[config.mk]
export PLATFORM = sky130hd
export DESIGN_NAME = ifd_fetch_decoder
export DESIGN_NICKNAME = d
export VERILOG_FILES = /design/src/rtl/ifd_pkg.sv /design/src/rtl/ifd_opclass.sv /design/src/rtl/ifd_fetch_fsm.sv /design/src/rtl/ifd_fetch_decoder.sv
export SDC_FILE = /design/constraint.sdc
export NUM_CORES = 1
export LEC_CHECK = 0
export BUFFER_PORTS_ARGS = -buffer_cell sky130_fd_sc_hd__buf_2
export CORE_ASPECT_RATIO = 1.75
export CORE_UTILIZATION = 49
export DETAILED_ROUTE_END_ITERATION = 6
export PLACE_DENSITY = 0.82
export SYNTH_ARGS = -nofsm -noshare
export SYNTH_HDL_FRONTEND = slang
export SYNTH_SLANG_ARGS = --single-unit
export TNS_END_PERCENT = 30
[constraint.sdc]
create_clock -name clk -period 3.03 [get_ports clk]
set_input_delay 0.7575 -clock clk [delete_from_list [all_inputs] [get_ports clk]]
set_output_delay 0.7575 -clock clk [all_outputs]
set_load 0.01 [all_outputs]
[src/rtl/ifd_pkg.sv]
package ifd_pkg;

    localparam int WORD_W  = 16;
    localparam int CLASS_W = 5;
    localparam int MODE_W  = 3;
    localparam int PB_W    = WORD_W - CLASS_W - MODE_W;
    localparam int NIB_W   = PB_W / 2;

    typedef logic [CLASS_W-1:0] cls_t;
    typedef logic [MODE_W-1:0]  mode_t;

    typedef enum logic [1:0] {
        ST_FETCH_OP = 2'd0,
        ST_FETCH_PW = 2'd1,
        ST_PRESENT  = 2'd2,
        ST_TRAP     = 2'd3
    } ifd_state_t;

    localparam cls_t CL_STORE  = 5'h01;
    localparam cls_t CL_SHL    = 5'h06;
    localparam cls_t CL_SRA    = 5'h0A;
    localparam cls_t CL_ROL    = 5'h0E;
    localparam cls_t CL_ROR    = 5'h0F;
    localparam cls_t CL_TEST   = 5'h11;
    localparam cls_t CL_IN     = 5'h12;
    localparam cls_t CL_OUT    = 5'h13;
    localparam cls_t CL_PULL   = 5'h15;
    localparam cls_t CL_JUMP   = 5'h16;
    localparam cls_t CL_BRANCH = 5'h17;
    localparam cls_t CL_NEG    = 5'h18;
    localparam cls_t CL_RSV_LO = 5'h19;
    localparam cls_t CL_RSV_HI = 5'h1D;
    localparam cls_t CL_EXT_A  = 5'h1E;
    localparam cls_t CL_EXT_B  = 5'h1F;

    localparam mode_t MD_ZERO  = 3'd0;
    localparam mode_t MD_REG   = 3'd3;
    localparam mode_t MD_EXT_LAST_PW = 3'd2;

endpackage

[src/rtl/ifd_opclass.sv]
module ifd_opclass
    import ifd_pkg::*;
(
    input  cls_t  op_cls,
    input  mode_t op_mode,
    output logic  op_legal,
    output logic  op_two
);

    logic zero_mode_is_reg;

    // Classes whose mode 0 is a register or dummy form (no post-word)
    always_comb begin
        zero_mode_is_reg = (op_cls == CL_STORE) || (op_cls >= CL_SHL && op_cls <= CL_SRA)
                        || (op_cls == CL_ROL) || (op_cls == CL_ROR) || (op_cls == CL_TEST)
                        || (op_cls == CL_PULL) || (op_cls == CL_NEG);
    end

    always_comb begin
        op_legal = 1'b1;
        op_two   = 1'b1;
        if (op_cls >= CL_RSV_LO && op_cls <= CL_RSV_HI) begin
            op_legal = 1'b0;
            op_two   = 1'b0;
        end else if (op_cls == CL_EXT_A) begin
            op_two = (op_mode <= MD_EXT_LAST_PW);
        end else if (op_cls == CL_EXT_B) begin
            op_two   = 1'b0;
            op_legal = (op_mode != MD_ZERO);
        end else if (op_cls == CL_BRANCH) begin
            op_two = (op_mode[1:0] != 2'b00);
        end else if (op_cls == CL_JUMP || op_cls == CL_OUT) begin
            op_two = 1'b1;
        end else if (op_cls == CL_IN) begin
            op_two = (op_mode != MD_ZERO);
        end else if (op_mode == MD_REG) begin
            op_two = 1'b0;
        end else if (op_mode == MD_ZERO) begin
            op_two = !zero_mode_is_reg;
        end
    end

endmodule

[src/rtl/ifd_fetch_fsm.sv]
module ifd_fetch_fsm
    import ifd_pkg::*;
#(
    parameter int ADDR_W   = 16,
    parameter logic [ADDR_W-1:0] RESET_PC = '0
) (
    input  logic              clk,
    input  logic              rst,
    input  logic              rd_valid,
    input  logic [WORD_W-1:0] rd_data,
    input  logic              op_legal,
    input  logic              op_two,
    input  logic              out_ready,
    output logic              rd_req,
    output logic [ADDR_W-1:0] rd_addr,
    output logic              out_valid,
    output logic              exc_pulse,
    output logic [WORD_W-1:0] ir_q,
    output logic [WORD_W-1:0] pw_q,
    output logic              two_q,
    output logic [ADDR_W-1:0] pc_q
);

    localparam logic [ADDR_W-1:0] STEP_ONE = ADDR_W'(1);
    localparam logic [ADDR_W-1:0] STEP_TWO = ADDR_W'(2);

    ifd_state_t state_q, state_d;

    // State register
    always_ff @(posedge clk) begin
        if (rst) state_q <= ST_FETCH_OP;
        else     state_q <= state_d;
    end

    // Next-state logic
    always_comb begin
        state_d = state_q;
        unique case (state_q)
            ST_FETCH_OP: if (rd_valid) begin
                if (!op_legal)   state_d = ST_TRAP;
                else if (op_two) state_d = ST_FETCH_PW;
                else             state_d = ST_PRESENT;
            end
            ST_FETCH_PW: if (rd_valid)  state_d = ST_PRESENT;
            ST_PRESENT:  if (out_ready) state_d = ST_FETCH_OP;
            ST_TRAP:                    state_d = ST_FETCH_OP;
        endcase
    end

    // Instruction, post-word and program counter
    always_ff @(posedge clk) begin
        if (rst) begin
            pc_q  <= RESET_PC;
            ir_q  <= '0;
            pw_q  <= '0;
            two_q <= 1'b0;
        end else begin
            unique case (state_q)
                ST_FETCH_OP: if (rd_valid) begin
                    ir_q  <= rd_data;
                    pw_q  <= '0;
                    two_q <= op_legal && op_two;
                end
                ST_FETCH_PW: if (rd_valid) pw_q <= rd_data;
                ST_PRESENT:  if (out_ready) pc_q <= pc_q + (two_q ? STEP_TWO : STEP_ONE);
                ST_TRAP:     pc_q <= pc_q + STEP_ONE;
            endcase
        end
    end

    // Outputs
    always_comb begin
        rd_req    = 1'b0;
        rd_addr   = pc_q;
        out_valid = 1'b0;
        exc_pulse = 1'b0;
        unique case (state_q)
            ST_FETCH_OP: rd_req = 1'b1;
            ST_FETCH_PW: begin
                rd_req  = 1'b1;
                rd_addr = pc_q + STEP_ONE;
            end
            ST_PRESENT:  out_valid = 1'b1;
            ST_TRAP:     exc_pulse = 1'b1;
        endcase
    end

endmodule

[src/rtl/ifd_fetch_decoder.sv]
module ifd_fetch_decoder
    import ifd_pkg::*;
#(
    parameter int ADDR_W = 16,
    parameter logic [ADDR_W-1:0] RESET_PC = '0
) (
    input  logic              clk,
    input  logic              rst,
    output logic [ADDR_W-1:0] mem_addr,
    output logic              mem_req,
    input  logic [15:0]       mem_rdata,
    input  logic              mem_rvalid,
    output logic              dec_valid,
    input  logic              dec_ready,
    output logic [4:0]        dec_class,
    output logic [2:0]        dec_mode,
    output logic [7:0]        dec_postbyte,
    output logic [3:0]        dec_reg_lo,
    output logic [3:0]        dec_reg_hi,
    output logic [15:0]       dec_postword,
    output logic              dec_two_word,
    output logic [ADDR_W-1:0] dec_pc,
    output logic              exc_opcode
);

    logic              legal_w, two_w;
    logic [WORD_W-1:0] ir_w;

    // Length and legality of the word arriving from memory
    ifd_opclass u_class (
        .op_cls   (mem_rdata[WORD_W-1 -: CLASS_W]),
        .op_mode  (mem_rdata[PB_W +: MODE_W]),
        .op_legal (legal_w),
        .op_two   (two_w)
    );

    ifd_fetch_fsm #(
        .ADDR_W   (ADDR_W),
        .RESET_PC (RESET_PC)
    ) u_fsm (
        .clk       (clk),
        .rst       (rst),
        .rd_valid  (mem_rvalid),
        .rd_data   (mem_rdata),
        .op_legal  (legal_w),
        .op_two    (two_w),
        .out_ready (dec_ready),
        .rd_req    (mem_req),
        .rd_addr   (mem_addr),
        .out_valid (dec_valid),
        .exc_pulse (exc_opcode),
        .ir_q      (ir_w),
        .pw_q      (dec_postword),
        .two_q     (dec_two_word),
        .pc_q      (dec_pc)
    );

    assign dec_class    = ir_w[WORD_W-1 -: CLASS_W];
    assign dec_mode     = ir_w[PB_W +: MODE_W];
    assign dec_postbyte = ir_w[PB_W-1:0];
    assign dec_reg_lo   = ir_w[NIB_W-1:0];
    assign dec_reg_hi   = ir_w[PB_W-1:NIB_W];

endmodule

# Word-level counts from Yosys, hierarchy flattened
# Index checks and enable logic that the tools add are counted.
# totals
register_bits	51
latch_bits	0
mem_bits_rw	0
romBits	0
in_bits	20
output_inout_bits	76
elab_cells	80
n_memories	0
# op_classes
addsub	2
mul	0
div	0
order_cmp	5
eq_ne	19
shift	0
mux	27
n_bitwise	0
reduce_logical	22
# op_table
operator	n
$mux 16	4
$pmux 16 s2	2
$eq 5x5->1 const B	9
$add 16x1->16 const B	1
$add 16x16->16	1
$mux 1	14
$mux 2	6
$eq 5x4->1 const B	2
$pmux 2 s4	1
$logic_or 1x1->1	7
$ne 2x2->1 const B	3
$reduce_and 3->1	2
$reduce_bool 2->1	3
$eq 5x1->1 const B	1
$ge 5x3->1 const B	1
$ge 5x5->1 const B	1
$le 5x4->1 const B	1
$le 5x5->1 const B	1
$eq 2x2->1 const B	2
$reduce_and 2->1	2
$eq 3x2->1 const B	1
$le 3x2->1 const B	1
$logic_and 1x1->1	3
$logic_not 3->1	1
5 further kinds	5

# Logic depth before layout (Yosys ltp)
# logic_depth
ltp_word	21
ltp_mapped	9
ltp_nobuf	9

# Cells and area by module
# Synthesis repeated with hierarchy kept, for this count alone.
# hier_totals
cells_unflattened	350
area_unflattened_um2	2756.4
# modules_own_cells
mod	n_inst	cells_each	area_each_um2
ifd_fetch_fsm	1	318	2531.2
ifd_opclass	1	24	165.2
ifd_fetch_decoder	1	8	60.1

# Least setup slack after synthesis
# OpenSTA, ideal clock, no wires.
# synth_timing
kind	register -> output
from	reg u_fsm.pc_q[2]
to	out mem_addr[15]
arrival_time_ps	1573
t_required_ps	2273
setup_slack_ps	700
stages_incl_launch_ff	7
n_path_buf	1
cell_sequence	dfxtp_1 > buf_2 > nand3_2 > nor4_2 > nand2_1 > nor2_1 > xor2_1
# synth_between
elab_chain_len	2
# synth_rtl
item	line	source
start, declared	ifd_fetch_fsm.sv:21	output logic [ADDR_W-1:0] pc_q
start signal, assigned	ifd_fetch_fsm.sv:65	ST_PRESENT: if (out_ready) pc_q <= pc_q + (two_q ? STEP_TWO : STEP_ONE);
start signal, assigned	ifd_fetch_fsm.sv:66	ST_TRAP: pc_q <= pc_q + STEP_ONE;
$add 16x1->16	ifd_fetch_fsm.sv:81	rd_addr = pc_q + STEP_ONE;
$mux 16	ifd_fetch_fsm.sv:77	unique case (state_q)
end, declared	ifd_fetch_decoder.sv:9	output logic [ADDR_W-1:0] mem_addr,
# Every way passes these cells.

# Final worst setup path
# layout_timing
from	reg u_fsm.state_q[0]
to	out mem_addr[15]
# layout_between
elab_chain_len	2
# layout_rtl
item	line	source
start, declared	ifd_fetch_fsm.sv:27	ifd_state_t state_q, state_d;
start signal, assigned	ifd_fetch_fsm.sv:32	else state_q <= state_d;
$eq 2x1->1	ifd_fetch_fsm.sv:77	
$mux 16	ifd_fetch_fsm.sv:77	
# Every way passes these cells.

==> results.tsv <==
metric	value	unit
result of the run	complete, but fails checks	
violations in the final reports	design-rule violations	
met2 capacity usage during global routing	44.1	%
overall die width	57.2	um
minimum period implied by the final worst setup slack	2830	ps
top flip-flop cell by instance count after synthesis	dfxtp_1	
Data arrival, critical path	2070	ps
type of destination of the critical path	primary output	
post-DP HPWL	4.66	mm
number of buffers added by the clock tree synthesis step	5	
Seq cells post-synth	51	
worst hold slack across all endpoints	458	ps
GRT busiest layer	met2	
CTS clk-pin slew, worst paths	90	ps
number of instances in the synthesized netlist	330	
cell at the root of the clock tree	clkbuf_8	
number of warnings reported in the yosys synthesis log	0	
Via-to-Cell Ratio	5.62	
hold crit path type	flop to flop	
CTS H-Tree Depth	2	
post-route cell area	0.00314	mm2
placer's final routability congestion estimate	0.859	
Longest Clk Path Bufs	2	
source of the worst hold timing path	u_fsm.ir_q[11]$_SDFFE_PP0P_	
diodes inserted	0	
largest net degree at the start of global routing	52	
ratio of final minimum period to clock period	93.3	%
capture endpoint of the worst hold path	u_fsm.ir_q[11]$_SDFFE_PP0P_	
TritonCTS clock tree	built	
met3 demand-to-capacity share in global routing	3.94	%
reg2reg start	u_fsm.pc_q[0]$_SDFFE_PP0P_	
initial antenna violation count	0	
number of input and output port buffers inserted	95	
final setup TNS	0	ps
post-CTS setup buffer count	0	
Crit Reg-Reg Endpoint	u_fsm.pc_q[14]$_SDFFE_PP0P_	
minimum setup slack in the final design	202	ps
worst skew pair latency	300	ps
commonest non-fill, non-tap cell in the layout	buf_2	
classification of the worst setup path	flop to primary output	
cell area after synthesis	0.00261	mm2
detail-routed net length per standard cell	14.2	um
startpoint class of the critical path	flop	
Largest stage delay, worst path	590	ps
required time of the worst setup path	2270	ps
detailed-route via count	2591	
leading cell types in the layout, fill and taps excluded	95 x buf_2, 51 x dfxtp_1, 50 x nand2_1	
worst setup timing slack at the placement stage	418	ps
Boundary Pins	96	
row count	34	
share of flip-flops with an asynchronous set or reset after synthesis	0	%
post-route DRC violation count	7	
count of TritonRoute iterations in the first routing pass	6	
number of design-rule violations left by the first detailed-router iteration	108	
count of final setup violators	0	
pins over their slew limit	0	
Post-Route Skew	3.32	ps
post-synthesis sequential area ratio	39.1	%
mean instance size in the synthesized netlist	7.91	um2
met1 layer usage reported by global route	26.7	%
maximum fanout along the worst path	13	
wire length of the first global-routing pass	10.8	mm
leakage power	1.40	nW
share of post-route cells with drive strength above 1	29.0	%
count of antenna-violating nets left after detailed routing	0	
register-to-register setup slack	560	ps
Critical Path Start	u_fsm.state_q[0]$_SDFFE_PP0P_	
WL final	6.53	mm
CTS sink count	51	
Max Cap Violations	0	
hold path cells	2	
logic depth of the worst register-to-register path	8	
All-Layer GR Usage	23.7	%
initial core utilization	51.6	%
signed area change from the synthesized netlist to the final layout	20.1	%
number of flops mapped to enable cells by yosys	0	
core outline area	0.00506	mm2
vertical extent of the die	98.6	um
Final Hold Vio Count	0	
instance area at placement	0.00304	mm2
max-slew headroom at the worst pin	36.6	%
Power Density	445	mW/mm2
vias in the first global route	2398	
total global routing overflow	0	
unrepaired setup endpoints after global routing	false	
worst-margin pin slew	952	ps
number of hold buffers added after cts	0	
critical path, cell by cell	inv_2, nor4_4, nand2_1, nor2_1, xor2_1, buf_2	
maximum clock frequency	0.354	GHz
syn nets	354	
overall power	1.40	mW
Cell variety after synth	44	
final layout net count	431	
Crit-path slowest cell	dfxtp_1	
die area	0.00563	mm2
Worst VDD drop	0.000343	V
## registers in the layout, indices dropped and copies added (netlist names)
| register | cells |
|---|---|
| u_fsm.state_q | 2 |
| u_fsm.ir_q | 16 |
| u_fsm.two_q | 1 |
| u_fsm.pc_q | 16 |
| u_fsm.pw_q | 16 |
## per-stage QoR
step,utilization [%],instances
3_5_place_dp,60.0,454
5_1_grt,61.9,461
3_3_place_gp,60.0,454
6_report,61.9,461
4_1_cts,61.8,461
2_1_floorplan,-,330
## critical path, delay by kind of cell, from the launching register on
kind | cells | cell delay, ps
xor+xnor | 1 | 140
buf+inv | 2 | 330
flops | 1 | 590
simple gates | 3 | 700
## cell families after synthesis
| kind of cell | after synthesis | synth area share [%] |
|---|---|---|
| fa+ha+maj | 4 | 2.21 |
| flops | 51 | 39.1 |
| xor+xnor | 25 | 8.39 |
| compound gates | 75 | 18.5 |
| simple gates | 138 | 24.8 |
| buf+inv | 36 | 6.66 |
| mux | 1 | 0.384 |
## routing by layer
| layer | wire length [um] | part of all wire (%) |
|---|---|---|
| met4 | 88 | 1.3 |
| met3 | 330 | 5.1 |
| met5 | 0 | 0 |
| met1 | 2580 | 40 |
| met2 | 3530 | 54 |
## layout make-up
cell class                      instances  area, um2
Clock buffer                            6       82.6
Clock inverter                          1       8.76
Fill cell                             455       1930
Inverter                                7       26.3
Multi-Input combinational cell        243       1420
Sequential cell                        51       1020
Tap cell                               54       67.6
Timing Repair Buffer                   99        505
## synthesized netlist by cell type, types with 2 or more instances
library cell	n	area share, %
dfxtp_1	51	39
nand2_1	50	7.2
nor2_1	44	6.3
a21oi_1	29	5.6
a22oi_1	16	4.6
xor2_1	15	5.0
clkbuf_1	14	2.0
xnor2_1	10	3.4
nand3_1	9	1.7
o21ai_0	9	1.7
buf_4	8	2.3
buf_2	7	1.3
nand4_1	6	1.4
or3_1	6	1.4
inv_1	5	0.72
a31oi_1	4	0.96
nor3_1	4	0.77
o22ai_1	4	0.96
ha_1	3	1.4
nor2b_1	3	0.72
nor3_2	3	1.2
o2111ai_1	3	1.0
a211oi_1	2	0.58
inv_2	2	0.29
nand2b_1	2	0.48
nand3_2	2	0.77
o211ai_1	2	0.58
## power by group
part	leakage, nW	switching, mW	total (mW)	internal [mW]
logic	0.938	0.156	0.252	0.0964
clock network	0.0477	0.227	0.411	0.184
registers	0.415	0.0324	0.733	0.701
## repair_timing
action | CTS | global route
endpoints found under the hold margin | 0 | 0
setup endpoints to repair | 0 | 1
gates resized for setup | 0 | 1
## how the worst max path moves through the flow
stage	endpoint	slack [ps]	cells after the start
after floorplan	mem_addr[15]	700	6
after global placement	mem_addr[15]	480	6
after detailed placement	mem_addr[15]	420	6
after CTS	mem_addr[15]	80	6
after global routing	mem_addr[15]	50	6
final	mem_addr[15]	200	6
(Power assumes the default switching activity.)
